<file path="src/rtl/disp_irq_ctrl.sv">
module disp_irq_ctrl #(
  parameter int SLOT_W       = 8,
  parameter int VSLOT_FULL   = 255,
  parameter int VSLOT_COMPAT = 4
) (
  input  logic              clk,
  input  logic              rst_n,
  input  logic              slot_tick,
  input  logic [SLOT_W-1:0] slot_cnt,
  input  logic              first_blank_line,
  input  logic              hline_evt,
  input  logic              vint_en,
  input  logic              hint_en,
  input  logic              mode5,
  input  logic              ack,
  output logic              vpend,
  output logic              hpend,
  output logic              irq_req,
  output logic              irq_vsel
);
  localparam logic [SLOT_W-1:0] VS_FULL   = SLOT_W'(VSLOT_FULL);
  localparam logic [SLOT_W-1:0] VS_COMPAT = SLOT_W'(VSLOT_COMPAT);

  logic [SLOT_W-1:0] v_slot;
  logic v_set, v_live, h_live, v_clr, h_clr;

  assign v_slot = mode5 ? VS_FULL : VS_COMPAT;
  assign v_set  = slot_tick && first_blank_line && (slot_cnt == v_slot);
  assign v_live = vpend && vint_en;
  assign h_live = hpend && hint_en;
  assign v_clr  = ack && mode5 && v_live;
  assign h_clr  = ack && mode5 && !v_live && h_live;

  always_ff @(posedge clk) begin
    if (!rst_n) begin
      vpend <= 1'b0;
      hpend <= 1'b0;
    end else begin
      vpend <= v_set || (vpend && !v_clr);
      hpend <= hline_evt || (hpend && !h_clr);
    end
  end

  assign irq_req  = v_live || h_live;
  assign irq_vsel = v_live;
endmodule


</file>
<file path="config.mk">
export PLATFORM = sky130hd
export DESIGN_NAME = disp_irq_ctrl
export DESIGN_NICKNAME = d
export VERILOG_FILES = /design/src/rtl/disp_irq_ctrl.sv
export SDC_FILE = /design/constraint.sdc
export NUM_CORES = 1
export LEC_CHECK = 0
export BUFFER_PORTS_ARGS = -buffer_cell sky130_fd_sc_hd__buf_2
export CORE_AREA = 2 2 39 41
export CTS_CLUSTER_DIAMETER = 50
export DETAILED_ROUTE_END_ITERATION = 6
export DIE_AREA = 0 0 41 43
export MAX_ROUTING_LAYER = met4
export SLEW_MARGIN = 20
export SYNTH_ARGS = -nofsm -noshare
export SYNTH_HDL_FRONTEND = slang
export SYNTH_SLANG_ARGS = --single-unit
</file>
<file path="constraint.sdc">
create_clock -name clk -period 1.1 [get_ports clk]
set_input_delay 0.055 -clock clk [delete_from_list [all_inputs] [get_ports clk]]
set_output_delay 0.055 -clock clk [all_outputs]
set_load 0.1 [all_outputs]
</file>
==> summary.md, run 1 <==
| Metric | Value |
|---|---|
| Outcome | `completed` |
| Clock root buffer | `clkbuf_4` |
| Min Tclk post-route | `1.09 ns` |
| Vias | `roughly 240` |
| Combinational Power Share | `0.292` |
| Initial DRT Pass Iterations | `1` |
| Startpoint Class | `flip-flop` |
| Number of CTS-inserted buffers | `3` |
| Slew Limit Headroom | `0.849` |
| Crit path from | `vpend` |
| Internal power | `~0.26 mW` |
| Routability congestion estimate | `0.502` |
| Register area share after synthesis | `0.276` |
| Pwr dens | `~960 nW/um2` |
| Die area | `approximately 1800 um2` |
| Yosys warnings | `0` |
| GRT Total Usage | `0.0719` |
| WP data arrival | `1.04 ns` |
| Dpl ws | `0.187 ns` |
| Flops & latches, synth | `2` |
| Hold_sp | `hline_evt` |
| Port bufs | `20` |
| Reg area | `45.0 um2` |
| Fin nets | `between 60 and 70` |
| Sw Ratio | `0.299` |
| # IOs | `21` |
| Crit Path Max Fanout | `3` |
| Placed cell count | `54` |
| Area Overhead vs Synth | `163%` |
| P_leak | `0.170 nW` |
| Req. time, crit path | `between 1 and 1.5 ns` |
| Clock Sinks | `2` |
| Rows | `14` |
| Peak supply drop | `between 0.0002 and 0.00025 V` |
| Vias per inst | `3.93` |
| Number of global-route vias before repair | `around 210` |
| Die H | `between 40 and 50 um` |
| Max cap viols | `0` |
| Yosys top cell by area | `dfxtp_1` |
| Pin count of the biggest net entering global routing | `5` |
| Area fraction of the dominant cell type after synthesis | `0.276` |
| DRC errors left | `0` |
| R2R Path Start | `vpend` |
| Cell variety after synth | `13` |
| Unrepaired setup endpoints after global routing | `true` |
| Crit. End Element | `output pin` |
| 1st-iter DRT viols | `0` |
| Mapped Cells | `18` |
| Final setup fails | `0` |
| Clock Latency Late Sink | `0.23 ns` |
| Achievable frequency | `around 900 MHz` |
| First-pass GRT wire length | `between 700 and 800 um` |
| PnR worst setup slack | `between 0.008 and 0.009 ns` |
| Crit path kind | `reg2out` |
| Finished Layout Cells | `60` |
| Fillers | `around 170` |
| Post-route ant nets | `0` |
| Die Width | `just over 40 um` |
| Tightest Hold Check Type | `in2reg` |
| Mapped cell area | `~150 um2` |
| Period utilization | `0.992` |
| Fin Clk Skew | `around 0.0053 ns` |
| Layout cells sized above 1 | `0.682` |
| Initial antenna violation count | `0` |
| Sw Pwr | `roughly 0.11 mW` |
| Clock Path Buffers | `2` |
| Syn avg cell area | `between 8 and 9 um2` |
| Resized cells post-CTS | `0` |
| Fin. Hold Viols | `0` |
| Initial core utilization | `0.105` |
| CTS tree | `yes` |
| Syn_nets | `35` |
| Core ar. | `1380 um2` |
| Worst-Margin Slew | `roughly 0.22 ns` |
| CTS clk-pin slew, worst paths | `0.03 ns` |
| R2r setup slk | `between 0.2 and 0.3 ns` |
| DRT Wirelength | `just under 500 um` |
| Htree depth | `1` |
| Clk pwr share | `0.496` |
| Register share of total power | `0.212` |
| Multi-input logic area | `111 um2` |
| Number of diodes | `0` |
| Main area contributors after synthesis | `dfxtp_1 (28%), nor4_4 (15%), nand4_1 (13%), nand3_1 (10%), a21boi_0 (5.2%)` |
| Overall Power | `approximately 0.37 mW` |
| Final global-route overflow total | `0` |
| Fin. max-slew vios | `0` |
| DR WL/cell | `between 8 and 9 um` |
[logic make-up after synthesis]
kind of cell,count (synthesis),share of synthesized area
simple gates,10,0.491
buf+inv,1,0.0258
flops,2,0.276
compound gates,5,0.207
[cells in the mapped netlist (all sizes together)]
cell / instances
a21o: 1
and2: 1
inv: 1
nand4: 3
a21boi: 1
a21oi: 1
dfxtp: 2
nand3: 3
nor4: 2
o21ai: 2
nor2: 1
[critical path: stages, from the launching register on]
cell and delay, ns:
dfxtp_4 0.33, and2_4 0.14, a21o_4 0.18, buf_12 0.16
[worst paths after layout]
kind / cells after the start / endpoint
max: 3 / irq_req
min: 3 / hpend
max reg2reg: 3 / hpend
min reg2reg: 2 / hpend
[state kept, by name, indices dropped and copies added, names as in the netlist]
signal / count
vpend: 1
hpend: 1
[layout make-up]
class / instances / area share
Clock buffer: 4 / 0.0689
Inverter: 1 / 0.00984
Multi-Input combinational cell: 15 / 0.292
Sequential cell: 2 / 0.118
Tap cell: 16 / 0.0525
Timing Repair Buffer: 22 / 0.459
[power by group through the flow]
stage,combinational (mW),clock (mW),sequential [mW]
after floorplan,0.0278,0,0.0967
after global placement,0.106,0,0.0786
after detailed placement,0.107,0,0.0786
after CTS,0.108,0.191,0.0776
after global routing,0.114,0.203,0.0781
final,0.107,0.181,0.0775
[placed cells by master, fill, tap and decap left out, types with 2 or more instances in the layout]
cell type / n
buf_4: 2
buf_2: 16
nand3_1: 3
nand4_1: 3
clkbuf_4: 3
buf_12: 4
o21ai_1: 2
[layer usage]
layer / routed length, um / vias up / GRT usage
met2: 245 / 12 / 0.0875
met3: 46 / 0 / 0.0314
li1: - / 123 / -
met5: 0 / - / -
met1: 191 / 101 / 0.0767
met4: 0 / 0 / 0.0800
[metrics by stage]
stage	cell area, um2	util	hold slack, ns	TNS, ns
after global placement	340	0.246	0.296	0
after detailed placement	340	0.246	0.303	0
after floorplan	160	-	0.189	-0.340
final	382	0.276	0.0688	0
after CTS	382	0.276	0.0658	-0.00449
after global routing	382	0.276	0.0856	-0.0273
[repair_timing]
action | 4_1_cts | 5_1_grt
hold endpoints to repair | 0 | 0
hold buffers | 0 | 0
setup endpoints to repair | 1 | 1
buffers inserted | 2 | 0
pin swaps | 1 | 0
Note: power is estimated with default switching activity, not from simulation.
==> inputs of run 2 (changes only) <==
--- a/config.mk
+++ b/config.mk
@@ -11,6 +11,7 @@
 export DETAILED_ROUTE_END_ITERATION = 6
 export DIE_AREA = 0 0 41 43
 export MAX_ROUTING_LAYER = met4
+export PLACE_DENSITY = 0.34
 export SLEW_MARGIN = 20
 export SYNTH_ARGS = -nofsm -noshare
 export SYNTH_HDL_FRONTEND = slang
==> summary.md, run 2 (synthesis gave the netlist of run 1 again) <==
| Metric | Value |
|---|---|
| Outcome | `complete, but fails checks` |
| Failing checks | `negative setup slack` |
| Die area | `about 1800 um2` |
| Layout cells sized above 1 | `0.682` |
| 1st-iter DRT viols | `2` |
| Unrepaired setup endpoints after global routing | `true` |
| Core ar. | `approximately 1400 um2` |
| Fin. max-slew vios | `0` |
| Min Tclk post-route | `1.11 ns` |
| Area Overhead vs Synth | `163%` |
| Commonest non-fill, non-tap cells in the layout | `buf_2 (16), buf_12 (4), nand4_1 (3), nand3_1 (3), clkbuf_4 (3)` |
| Crit. End Element | `output pin` |
| Pin count of the biggest net entering global routing | `5` |
| Util after Layout | `0.276` |
| Multi-input logic area | `around 110 um2` |
| Critical Path Sink | `irq_req` |
| Fin Clk Skew | `between 0.007 and 0.008 ns` |
| R2R Path Start | `vpend` |
| Clock Latency Late Sink | `approximately 0.23 ns` |
| Reg area | `45.0 um2` |
| Post-route ant nets | `0` |
| R2R Path End | `hpend` |
| Dpl ws | `0.187 ns` |
| Number of global-route vias before repair | `218` |
| Post-DP Area | `approximately 340 um2` |
| Initial DRT Pass Iterations | `3` |
| Initial core utilization | `0.105` |
| Final global-route overflow total | `0` |
| Crit Path Max Fanout | `3` |
| Hold_sp | `hline_evt` |
| WHS | `between 0.07 and 0.08 ns` |
| Routability congestion estimate | `about 0.6` |
| DR WL/cell | `about 9.0 um` |
| # IOs | `21` |
| Final setup fails | `1` |
| Clock root buffer | `clkbuf_4` |
| DRT Wirelength | `roughly 540 um` |
| Pwr dens | `953 nW/um2` |
| Req. time, crit path | `between 1 and 1.5 ns` |
| WP data arrival | `roughly 1.1 ns` |
| CTS tree | `yes` |
| P_leak | `roughly 0.17 nW` |
| Period utilization | `1.01` |
| Vias | `about 250` |
| Port bufs | `20` |
| Fin nets | `62` |
| Htree depth | `1` |
| Slew Limit Headroom | `0.827` |
| Startpoint Class | `flip-flop` |
| Clock Path Buffers | `2` |
| Worst-Margin Slew | `between 0.2 and 0.3 ns` |
| Max cap viols | `0` |
| Rows | `14` |
| Crit path kind | `reg2out` |
| Number of CTS-inserted buffers | `3` |
| Tightest Hold Check Type | `in2reg` |
| PnR worst setup slack | `-0.00572 ns` |
| First-pass GRT wire length | `approximately 770 um` |
| Achievable frequency | `904 MHz` |
| Hold Path Cell Cnt | `3` |
| R2r setup slk | `0.29 ns` |
| Die H | `roughly 43 um` |
| GRT Total Usage | `0.0727` |
| Initial antenna violation count | `0` |
| Regs by FF count | `hpend: 1 flops, vpend: 1 flops` |
| Vias per inst | `~4` |
| CTS clk-pin slew, worst paths | `around 0.030 ns` |
| Fillers | `approximately 150` |
| Peak supply drop | `~0.00018 V` |
| Design area | `~380 um2` |
| DRC errors left | `0` |
| Worst r2r path cells | `3` |
| Number of diodes | `0` |
| Crit path from | `vpend` |
| Most common cell after layout, fill and taps aside | `buf_2` |
| Die Width | `about 41 um` |
| Clock Sinks | `2` |
| Fin. Hold Viols | `0` |
## run 2: cell type report
class,count,share of cell area
repair buffers,22,0.459
well taps,16,0.0525
multi-input cells,15,0.292
flip-flops and latches,2,0.118
inverters,1,0.00984
clock buffers,4,0.0689
## run 2: worst min path at each step
stage	endpoint	slack (ns)
final	hpend	0.07
after global routing	hpend	0.08
after CTS	hpend	0.07
after detailed placement	hpend	0.31
after global placement	hpend	0.31
after floorplan	hpend	0.19
## run 2: where the power goes
part	total [mW]	switching (mW)	internal (mW)
combinational	0.106	0.0594	0.0471
sequential	0.0778	0.00377	0.0740
clock	0.179	0.0445	0.135
## run 2: worst max-delay path, stage by stage, from the launching register on
cell	delay [ns]
dfxtp_4	0.34
and2_4	0.14
a21o_4	0.18
buf_12	0.16
## run 2: through the flow
| step | total power, mW | setup TNS [ns] | instances |
|---|---|---|---|
| floorplan | 0.124 | -0.340 | 18 |
| finish | 0.364 | -0.00572 | 60 |
| detailed placement | 0.186 | 0 | 54 |
| CTS | 0.376 | -0.0323 | 59 |
| global route | 0.391 | -0.0381 | 60 |
| global placement | 0.187 | 0 | 54 |
## run 2: routing by layer
layer  wire length (um)  up-vias  track usage
met3                146        2       0.0419
met5                  0        -            -
met1                195       99       0.0730
met4                  8        0        0.100
met2                190       21       0.0781
li1                   -      123            -
## run 2: repair_timing
item,4_1_cts,5_1_grt
resized for setup,0,0
hold buffers,0,0
pin swaps,1,0
endpoints found under the setup margin,1,1
setup buffers,1,1
==> inputs of run 3 (changes only) <==
--- a/config.mk
+++ b/config.mk
@@ -5,13 +5,14 @@
 export SDC_FILE = /design/constraint.sdc
 export NUM_CORES = 1
 export LEC_CHECK = 0
+export ABC_CLOCK_PERIOD_IN_PS = 1100
 export BUFFER_PORTS_ARGS = -buffer_cell sky130_fd_sc_hd__buf_2
 export CORE_AREA = 2 2 39 41
 export CTS_CLUSTER_DIAMETER = 50
 export DETAILED_ROUTE_END_ITERATION = 6
 export DIE_AREA = 0 0 41 43
 export MAX_ROUTING_LAYER = met4
-export PLACE_DENSITY = 0.34
+export PLACE_DENSITY = 0.42
 export SLEW_MARGIN = 20
 export SYNTH_ARGS = -nofsm -noshare
 export SYNTH_HDL_FRONTEND = slang
==> summary.md, run 3 (synthesis gave the netlist of run 1 again) <==
| Metric | Value |
|---|---|
| Outcome | `completed` |
| Vias | `240` |
| Final setup fails | `0` |
| Fin. max-slew vios | `0` |
| Fin nets | `62` |
| Req. time, crit path | `approximately 1.0 ns` |
| Fin. Hold Viols | `0` |
| CTS clk-pin slew, worst paths | `0.04 ns` |
| Clock root buffer | `clkbuf_4` |
| Die H | `about 43 um` |
| Post-route ant nets | `0` |
| Area Overhead vs Synth | `163%` |
| Crit path kind | `reg2out` |
| Dpl ws | `between 0.15 and 0.2 ns` |
| Hold buffers post-CTS | `0` |
| Die area | `about 1800 um2` |
| Detailed-placement wirelength estimate | `479 um` |
| Clock Latency Late Sink | `about 0.23 ns` |
| Worst-Margin Slew | `0.242 ns` |
| Setup TNS | `0 ns` |
| Clock Sinks | `2` |
| # IOs | `21` |
| Startpoint Class | `flip-flop` |
| Initial core utilization | `0.105` |
| Number of CTS-inserted buffers | `3` |
| Initial DRT Pass Iterations | `1` |
| DR WL/cell | `between 9 and 10 um` |
| Port bufs | `20` |
| Clock Path Buffers | `2` |
| First-pass GRT wire length | `between 600 and 700 um` |
| Fillers | `145` |
| Peak supply drop | `around 0.00022 V` |
| Period utilization | `0.999` |
| Regs by FF count | `hpend: 1 flops, vpend: 1 flops` |
| 1st-iter DRT viols | `0` |
| DRT Wirelength | `about 550 um` |
| Most common cell after layout, fill and taps aside | `buf_2` |
| WP data arrival | `~1.0 ns` |
| Pwr dens | `around 970 nW/um2` |
| Min Tclk post-route | `approximately 1.1 ns` |
| Placed cell count | `54` |
| Routability congestion estimate | `roughly 0.60` |
| Die Width | `41 um` |
| WP buf/inv | `1` |
| PnR worst setup slack | `roughly 0.0013 ns` |
| Vias per inst | `around 4` |
| Largest stage delay, worst path | `around 0.33 ns` |
| Tightest Hold Check Type | `in2reg` |
| Initial antenna violation count | `0` |
| Max cap viols | `0` |
| Layout cells sized above 1 | `0.682` |
| Core ar. | `around 1400 um2` |
| GRT Total Usage | `0.0626` |
| Slowest CP cell | `dfxtp_4` |
| CP cell instances | `and2_4 -> a21o_4 -> buf_12` |
| CTS tree | `yes` |
| Crit. End Element | `output pin` |
| Achievable frequency | `about 910 MHz` |
| Rows | `14` |
| Fin Clk Skew | `between 0.01 and 0.015 ns` |
| Finished Layout Cells | `60` |
| Unrepaired setup endpoints after global routing | `true` |
| Final global-route overflow total | `0` |
| Htree depth | `1` |
| Pin count of the biggest net entering global routing | `5` |
| P_leak | `between 0.15 and 0.2 nW` |
| Number of global-route vias before repair | `between 150 and 200` |
| Number of diodes | `0` |
| DRC errors left | `0` |
| Commonest non-fill, non-tap cells in the layout | `buf_2 (16), buf_12 (4), nand4_1 (3), nand3_1 (3), clkbuf_4 (3)` |
| CP top delay family | `flip-flops` |
| Crit Path Max Fanout | `3` |
| Slew Limit Headroom | `0.837` |
run 3: stage by stage:
stage               hold slack (ns)  instance area [um2]  total power, mW   util
finish                       0.0774                  382            0.369  0.276
global route                 0.0867                  382            0.389  0.276
CTS                          0.0753                  382            0.376  0.276
detailed placement            0.304                  340            0.187  0.246
global placement              0.308                  340            0.187  0.246
floorplan                     0.189                  160            0.124      -
run 3: layout make-up:
| type | count | area, um2 | share of cell area |
|---|---|---|---|
| repair buffers | 22 | 175 | 0.459 |
| well taps | 16 | 20.0 | 0.0525 |
| clock buffers | 4 | 26.3 | 0.0689 |
| flip-flops and latches | 2 | 45.0 | 0.118 |
| multi-input cells | 15 | 111 | 0.292 |
| inverters | 1 | 3.75 | 0.00984 |
run 3: worst paths after layout:
check	from	endpoint	slack (ns)	depth (start not counted)
max	vpend	irq_req	0.001	3
min	hline_evt	hpend	0.08	3
min reg2reg	hpend	hpend	0.55	2
max reg2reg	vpend	hpend	0.26	3
run 3: what timing repair did:
item / 4_1_cts / 5_1_grt
endpoints found under the setup margin: 1 / 1
buffers inserted: 2 / 0
hold endpoints to repair: 0 / 0
pin swaps: 1 / 0
gates resized for setup: 0 / 0
run 3: per-layer routing:
| layer | up-vias | GRT usage | part of all wire |
|---|---|---|---|
| met5 | - | - | 0 |
| met2 | 21 | 0.0813 | 0.38 |
| met3 | 0 | 0.0209 | 0.20 |
| li1 | 124 | - | - |
| met4 | 0 | 0.0600 | 0 |
| met1 | 95 | 0.0701 | 0.42 |
run 3: where the power goes:
group          total [mW]  internal [mW]  switching (mW)
sequential         0.0780         0.0739         0.00404
combinational       0.107         0.0471          0.0603
clock               0.183          0.135          0.0483
run 3: worst register-to-register path, cell delays in order (launching register included):
cell and delay (ns):
dfxtp_4 0.33, and2_4 0.14, o21ai_1 0.14, a21boi_0 0.09
